`src/rtl/i2c_stat_pkg.sv`:
```
package i2c_stat_pkg;

  // Status word bit positions (bit 7 is the most significant)
  localparam int ST_W     = 8;
  localparam int ST_DONE  = 7;
  localparam int ST_ADDRD = 6;
  localparam int ST_BUSY  = 5;
  localparam int ST_ARBL  = 4;
  localparam int ST_GCALL = 3;
  localparam int ST_DIR   = 2;
  localparam int ST_IRQ   = 1;
  localparam int ST_NACK  = 0;

  // Control register fields
  localparam int CTL_W     = 2;
  localparam int CTL_IEN   = 0;
  localparam int CTL_BCAST = 1;

  typedef struct packed {
    logic start;
    logic stop;
    logic rise;
    logic fall;
  } bus_evt_t;

endpackage

```
`src/rtl/i2c_edge_det.sv`:
```
module i2c_edge_det
  import i2c_stat_pkg::*;
(
  input  logic     clk,
  input  logic     rst,
  input  logic     scl_i,
  input  logic     sda_i,
  output bus_evt_t evt_o
);

  logic scl_q, sda_q;

  always_ff @(posedge clk) begin
    if (rst) begin
      scl_q <= 1'b1;
      sda_q <= 1'b1;
    end else begin
      scl_q <= scl_i;
      sda_q <= sda_i;
    end
  end

  always_comb begin
    evt_o.start = scl_q & scl_i & sda_q & ~sda_i;
    evt_o.stop  = scl_q & scl_i & ~sda_q & sda_i;
    evt_o.rise  = scl_i & ~scl_q;
    evt_o.fall  = ~scl_i & scl_q;
  end

endmodule

```
`src/rtl/i2c_bit_tracker.sv`:
```
module i2c_bit_tracker
  import i2c_stat_pkg::*;
#(
  parameter int BYTE_BITS = 8,
  localparam int CNT_W    = $clog2(BYTE_BITS + 2)
)(
  input  logic                 clk,
  input  logic                 rst,
  input  bus_evt_t             evt_i,
  input  logic                 sda_i,
  output logic                 byte_open_o,
  output logic                 ack_smp_o,
  output logic                 byte_end_o,
  output logic                 first_byte_o,
  output logic [BYTE_BITS-1:0] shreg_o
);

  localparam logic [CNT_W-1:0] CNT_ACK  = CNT_W'(BYTE_BITS);
  localparam logic [CNT_W-1:0] CNT_LAST = CNT_W'(BYTE_BITS + 1);
  localparam logic [CNT_W-1:0] CNT_ONE  = CNT_W'(1);

  logic [CNT_W-1:0]     cnt_q;
  logic [BYTE_BITS-1:0] sh_q;
  logic                 first_q;

  always_ff @(posedge clk) begin
    if (rst) begin
      cnt_q   <= '0;
      sh_q    <= '0;
      first_q <= 1'b0;
    end else if (evt_i.start || evt_i.stop) begin
      cnt_q   <= '0;
      sh_q    <= '0;
      first_q <= evt_i.start;
    end else if (evt_i.rise) begin
      if (cnt_q != CNT_LAST) cnt_q <= cnt_q + CNT_ONE;
      if (cnt_q < CNT_ACK)   sh_q  <= {sh_q[BYTE_BITS-2:0], sda_i};
    end else if (evt_i.fall && cnt_q == CNT_LAST) begin
      cnt_q   <= '0;
      first_q <= 1'b0;
    end
  end

  assign byte_open_o  = evt_i.fall && (cnt_q == CNT_ONE);
  assign ack_smp_o    = evt_i.rise && (cnt_q == CNT_ACK);
  assign byte_end_o   = evt_i.fall && (cnt_q == CNT_LAST) && !evt_i.start && !evt_i.stop;
  assign first_byte_o = first_q;
  assign shreg_o      = sh_q;

  AST_NEW_FRAME: assert property (@(posedge clk) disable iff (rst)
    evt_i.start |=> (cnt_q == '0) && first_q);

endmodule

```
`src/rtl/i2c_flag_bank.sv`:
```
module i2c_flag_bank
  import i2c_stat_pkg::*;
#(
  parameter int ADDR_W = 7
)(
  input  logic              clk,
  input  logic              rst,
  input  logic              start_evt_i,
  input  logic              stop_evt_i,
  input  logic              byte_open_i,
  input  logic              ack_smp_i,
  input  logic              byte_end_i,
  input  logic              first_byte_i,
  input  logic              sda_i,
  input  logic [ADDR_W-1:0] addr_i,
  input  logic              dir_bit_i,
  input  logic [ADDR_W-1:0] own_addr_i,
  input  logic              ien_i,
  input  logic              bcast_en_i,
  input  logic              arb_lost_i,
  input  logic              ctrl_wr_i,
  input  logic              clr_arbl_i,
  input  logic              clr_irq_i,
  output logic [ST_W-1:0]   stat_o
);

  logic done_q, addrd_q, busy_q, arbl_q, gcall_q, dir_q, irq_q, nack_q;
  logic own_hit, gc_hit, any_hit;

  always_comb begin
    own_hit = byte_end_i && first_byte_i && (addr_i == own_addr_i);
    gc_hit  = byte_end_i && first_byte_i && bcast_en_i &&
              (addr_i == '0) && (addr_i != own_addr_i);
    any_hit = own_hit || gc_hit;
  end

  always_ff @(posedge clk) begin
    if (rst) begin
      done_q  <= 1'b1;
      addrd_q <= 1'b0;
      busy_q  <= 1'b0;
      arbl_q  <= 1'b0;
      gcall_q <= 1'b0;
      dir_q   <= 1'b0;
      irq_q   <= 1'b0;
      nack_q  <= 1'b1;
    end else begin
      if (start_evt_i)     busy_q <= 1'b1;
      else if (stop_evt_i) busy_q <= 1'b0;

      if (byte_end_i)       done_q <= 1'b1;
      else if (byte_open_i) done_q <= 1'b0;

      if (ack_smp_i) nack_q <= sda_i;

      if (any_hit)        addrd_q <= 1'b1;
      else if (ctrl_wr_i) addrd_q <= 1'b0;

      if (gc_hit)         gcall_q <= 1'b1;
      else if (ctrl_wr_i) gcall_q <= 1'b0;

      if (any_hit) dir_q <= dir_bit_i;

      if (arb_lost_i)      arbl_q <= 1'b1;
      else if (clr_arbl_i) arbl_q <= 1'b0;

      if (ien_i && (byte_end_i || arb_lost_i)) irq_q <= 1'b1;
      else if (clr_irq_i)                      irq_q <= 1'b0;
    end
  end

  always_comb begin
    stat_o           = '0;
    stat_o[ST_DONE]  = done_q;
    stat_o[ST_ADDRD] = addrd_q;
    stat_o[ST_BUSY]  = busy_q;
    stat_o[ST_ARBL]  = arbl_q;
    stat_o[ST_GCALL] = gcall_q;
    stat_o[ST_DIR]   = dir_q;
    stat_o[ST_IRQ]   = irq_q;
    stat_o[ST_NACK]  = nack_q;
  end

  AST_BUSY_SET: assert property (@(posedge clk) disable iff (rst)
    start_evt_i |=> busy_q);
  AST_BUSY_CLR: assert property (@(posedge clk) disable iff (rst)
    stop_evt_i |=> !busy_q);
  AST_DONE_AT_END: assert property (@(posedge clk) disable iff (rst)
    byte_end_i |=> done_q);
  AST_ADDRD_CLR: assert property (@(posedge clk) disable iff (rst)
    (ctrl_wr_i && !any_hit) |=> !addrd_q);
  AST_GCALL_ADDRD: assert property (@(posedge clk) disable iff (rst)
    gcall_q |-> addrd_q);
  AST_ARBL_STICKY: assert property (@(posedge clk) disable iff (rst)
    (arbl_q && !clr_arbl_i) |=> arbl_q);
  AST_IRQ_NEEDS_EN: assert property (@(posedge clk) disable iff (rst)
    (!ien_i && !irq_q) |=> !irq_q);

endmodule

```
`src/rtl/i2c_stat_tracker.sv`:
```
module i2c_stat_tracker
  import i2c_stat_pkg::*;
#(
  parameter int  BYTE_BITS = 8,
  localparam int ADDR_W    = BYTE_BITS - 1
)(
  input  logic              clk,
  input  logic              rst,
  input  logic              scl_i,
  input  logic              sda_i,
  input  logic              arb_lost_i,
  input  logic [ADDR_W-1:0] own_addr_i,
  input  logic              ctrl_we_i,
  input  logic [CTL_W-1:0]  ctrl_wdata_i,
  input  logic              stat_we_i,
  input  logic [ST_W-1:0]   stat_wdata_i,
  output logic [ST_W-1:0]   stat_o,
  output logic              irq_o
);

  bus_evt_t             evt;
  logic                 byte_open, ack_smp, byte_end, first_byte;
  logic [BYTE_BITS-1:0] shreg;
  logic [CTL_W-1:0]     ctrl_q;
  logic                 clr_arbl, clr_irq;
  logic                 unused_wbits;

  always_ff @(posedge clk) begin
    if (rst)            ctrl_q <= '0;
    else if (ctrl_we_i) ctrl_q <= ctrl_wdata_i;
  end

  assign clr_arbl     = stat_we_i && !stat_wdata_i[ST_ARBL];
  assign clr_irq      = stat_we_i && !stat_wdata_i[ST_IRQ];
  assign unused_wbits = ^{stat_wdata_i[7:5], stat_wdata_i[3:2], stat_wdata_i[0]};

  i2c_edge_det u_edge (
    .clk   (clk),
    .rst   (rst),
    .scl_i (scl_i),
    .sda_i (sda_i),
    .evt_o (evt)
  );

  i2c_bit_tracker #(.BYTE_BITS(BYTE_BITS)) u_bits (
    .clk          (clk),
    .rst          (rst),
    .evt_i        (evt),
    .sda_i        (sda_i),
    .byte_open_o  (byte_open),
    .ack_smp_o    (ack_smp),
    .byte_end_o   (byte_end),
    .first_byte_o (first_byte),
    .shreg_o      (shreg)
  );

  i2c_flag_bank #(.ADDR_W(ADDR_W)) u_flags (
    .clk          (clk),
    .rst          (rst),
    .start_evt_i  (evt.start),
    .stop_evt_i   (evt.stop),
    .byte_open_i  (byte_open),
    .ack_smp_i    (ack_smp),
    .byte_end_i   (byte_end),
    .first_byte_i (first_byte),
    .sda_i        (sda_i),
    .addr_i       (shreg[BYTE_BITS-1:1]),
    .dir_bit_i    (shreg[0]),
    .own_addr_i   (own_addr_i),
    .ien_i        (ctrl_q[CTL_IEN]),
    .bcast_en_i   (ctrl_q[CTL_BCAST]),
    .arb_lost_i   (arb_lost_i),
    .ctrl_wr_i    (ctrl_we_i),
    .clr_arbl_i   (clr_arbl),
    .clr_irq_i    (clr_irq),
    .stat_o       (stat_o)
  );

  assign irq_o = stat_o[ST_IRQ];

endmodule

```
`config.mk`:
```
export PLATFORM = sky130hd
export DESIGN_NAME = i2c_stat_tracker
export DESIGN_NICKNAME = d
export VERILOG_FILES = /design/src/rtl/i2c_stat_pkg.sv /design/src/rtl/i2c_edge_det.sv /design/src/rtl/i2c_bit_tracker.sv /design/src/rtl/i2c_flag_bank.sv /design/src/rtl/i2c_stat_tracker.sv
export SDC_FILE = /design/constraint.sdc
export NUM_CORES = 1
export LEC_CHECK = 0
export ABC_AREA = 1
export BUFFER_PORTS_ARGS = -buffer_cell sky130_fd_sc_hd__buf_2
export CAP_MARGIN = 20
export CELL_PAD_IN_SITES_DETAIL_PLACEMENT = 1
export CELL_PAD_IN_SITES_GLOBAL_PLACEMENT = 2
export CORE_AREA = 4 4 71 73
export DETAILED_ROUTE_END_ITERATION = 10
export DIE_AREA = 0 0 75 77
export GPL_TIMING_DRIVEN = 0
export HOLD_SLACK_MARGIN = 0.05
export PLACE_DENSITY = 0.83
export REMOVE_ABC_BUFFERS = 1
export SETUP_SLACK_MARGIN = 0.05
export SLEW_MARGIN = 20
export SYNTH_ARGS = -nofsm -noshare
export SYNTH_HDL_FRONTEND = slang
export SYNTH_SLANG_ARGS = --single-unit
```
`constraint.sdc`:
```
create_clock -name clk -period 2.38 [get_ports clk]
set_input_delay 0.119 -clock clk [delete_from_list [all_inputs] [get_ports clk]]
set_output_delay 0.119 -clock clk [all_outputs]
set_load 0.01 [all_outputs]
```
==> reports/qor.txt <==
Synthesized area: 1284 µm²
Maximum root-to-sink buffer count: 2
Initial antenna violation count: 0
Clock Latency Late Sink: 0.27 ns
Antenna cells: 0
Clock sink count: 25
H-tree Lvls: 1
Critical Path Max Stage Delay: 0.59 ns
Hold Buf Count CTS: 0
Cell accounting for the most synthesized area: dfxtp_1
Maximum vdd drop: 0.2601 mV
Num CTS Buffers: 3
Ys flop type: dfxtp_1
Least-Margin Pin Slew: 0.7489 ns
Sequential fraction of the synthesis area: 0.3899
Fmax: 0.6027 GHz
Hold Crit Class: input pin to register
CTS tree: yes
Static leakage: 0.6403 nW
Power density over the cells: 525.8 nW/µm²
Post-route ant nets: 0
Die height: 77 µm
Worst Path Required: 2.54 ns
Count of pins over their slew limit: 0
Crit-path max FO: 11
Via density: 4.514
Post-synth EDFFs: 0
Distinct cells, synth: 23
Synth area leaders: dfxtp_1, nand2_1, a21oi_1
Syn Area/Cell: 7.015 µm²
Crit start category: register
Worst slack, placed: 0.7161 ns
Met3 wire length: 118 µm
Drt drc: 0
Total global routing track utilization: 0.1082
Final min period: 1.659 ns
Layout cells sized above 1: 0.2266
DP HPWL: 2.259 mm
Starting Density: 0.2948
Final period util: 0.6971
Final #Nets: 231
Cells after synthesis: 183
DRT iter0 DRCs: 25
Crit path arrival time: 1.82 ns
Core box area: 4354 µm²
Critical path capture point type: register
Final WL: 2.808 mm
Final Skew: 0.005511 ns
Root Driver: clkbuf_8
Maximum number of pins on one net before global-route repair: 14
Synth warnings: 0
Top-count cell post-synth: nand2_1
Routed len/inst: 11.01 µm
Final setup viols: 0
Largest register FFs: 8
Layout area overhead: 13.16%
Placer Congestion: 0.7292
Post-synth top cells: nand2_1, dfxtp_1, inv_1
Hold Slack: 0.06911 ns
DIE AREA: 5775 µm²
Worst path cell trace: nor2_1 -> nand2_2 -> inv_2 -> nor2_4 -> inv_2 -> nand2_1 -> nor2_1 -> nor3_2
RSZ-0062 raised after global routing: false
Grt ovf: 0
CTS clk-pin slew, worst paths: 0.08 ns
Worst path slowest cell: nor2_1
Crit Path Class: register to register
Area share of the largest cell type after synthesis: 0.3899
Async SR Flop Fraction: 0
Setup Buffers After CTS: 0
# resized after CTS: 0
First-pass GRT wire length: 5.043 mm
I/O pin cnt: 33
Fin Setup TNS: 0 ns
Status: finished clean
DIE WIDTH: 75 µm
Port Buffers: 26
Max Cap Violations: 0
CP bufs+invs: 2
Row count: 24
Met2 wire len: 1.319 mm
Vias in the first global route: 1,175
Relative slew slack: 0.4989
Highest routed layer: met4
Hold Fails Final Rpt: 0
M1 wire length: 1.353 mm
Yosys reg bits: 25
Pre-antenna DRT Iters: 4
Gate family responsible for the most delay along the worst path: simple AND/OR/NAND/NOR gates
Vias: 1,151
Slack of the critical path: 0.7209 ns
area by class of cell:
cell class / instances / area [µm²]
Fill cell: 561 / 2902
Multi-Input combinational cell: 119 / 603.1
Sequential cell: 25 / 500.5
Timing Repair Buffer: 26 / 130.1
Inverter: 29 / 108.9
Tap cell: 52 / 65.06
Clock buffer: 4 / 45.04
metal layers:
metal / GRT usage / vias to the layer above
li1: - / 609
met1: 0.1382 / 526
met2: 0.1821 / 14
met3: 0.03399 / 2
met4: 0.01068 / 0
met5: 0 / -
layout by cell type (no fill, tap or decap), types with 4 or more instances in the layout:
cell type	count
nand2_1	44
nand2_2	4
inv_2	5
o21ai_0	7
a21oi_1	18
nand3_1	13
nor2_1	15
inv_1	23
buf_2	26
dfxtp_1	25
path summary, 6_finish.rpt:
path	end	slack (ns)	startpoint	cells past startpoint
worst max-delay path	u_bits.cnt_q[3]	0.72	u_edge.scl_q	8
worst min-delay path	u_edge.scl_q	0.07	scl_i	3
worst max register to register	u_bits.cnt_q[3]	0.72	u_edge.scl_q	8
worst min register to register	u_flags.gcall_q	0.47	u_flags.gcall_q	2
power breakdown:
group	internal, mW	leakage, nW	switching, mW
sequential	0.428	0.203	0.00566
clock	0.120	0.0228	0.131
combinational	0.0311	0.414	0.0485
total	0.579	0.640	0.185
stage by stage:
step / cells / util / area, µm² / power (mW)
6_report: 255 / 0.3336 / 1453 / 0.7639
3_5_place_dp: 251 / 0.3233 / 1408 / 0.5248
2_1_floorplan: 173 / - / 1212 / 0.4902
3_3_place_gp: 251 / 0.3233 / 1408 / 0.5237
5_1_grt: 255 / 0.3336 / 1453 / 0.8135
4_1_cts: 255 / 0.3336 / 1453 / 0.7824
cell families (layout without fill, tap and decap cells):
family	Yosys count	in the layout	share of synthesized area
compound gates	30	30	0.1306
fa+ha+maj	3	3	0.02924
simple gates	86	86	0.3099
flops	25	25	0.3899
buf+inv	39	59	0.1403
worst register-to-register path, cell delays in order, from the launching register on:
cell and delay, ns:
dfxtp_1 0.33, nor2_1 0.59, nand2_2 0.18, inv_2 0.13, nor2_4 0.05, inv_2 0.05
nand2_1 0.05, nor2_1 0.13, nor3_2 0.06
Note: power is estimated with default switching activity, not from simulation.
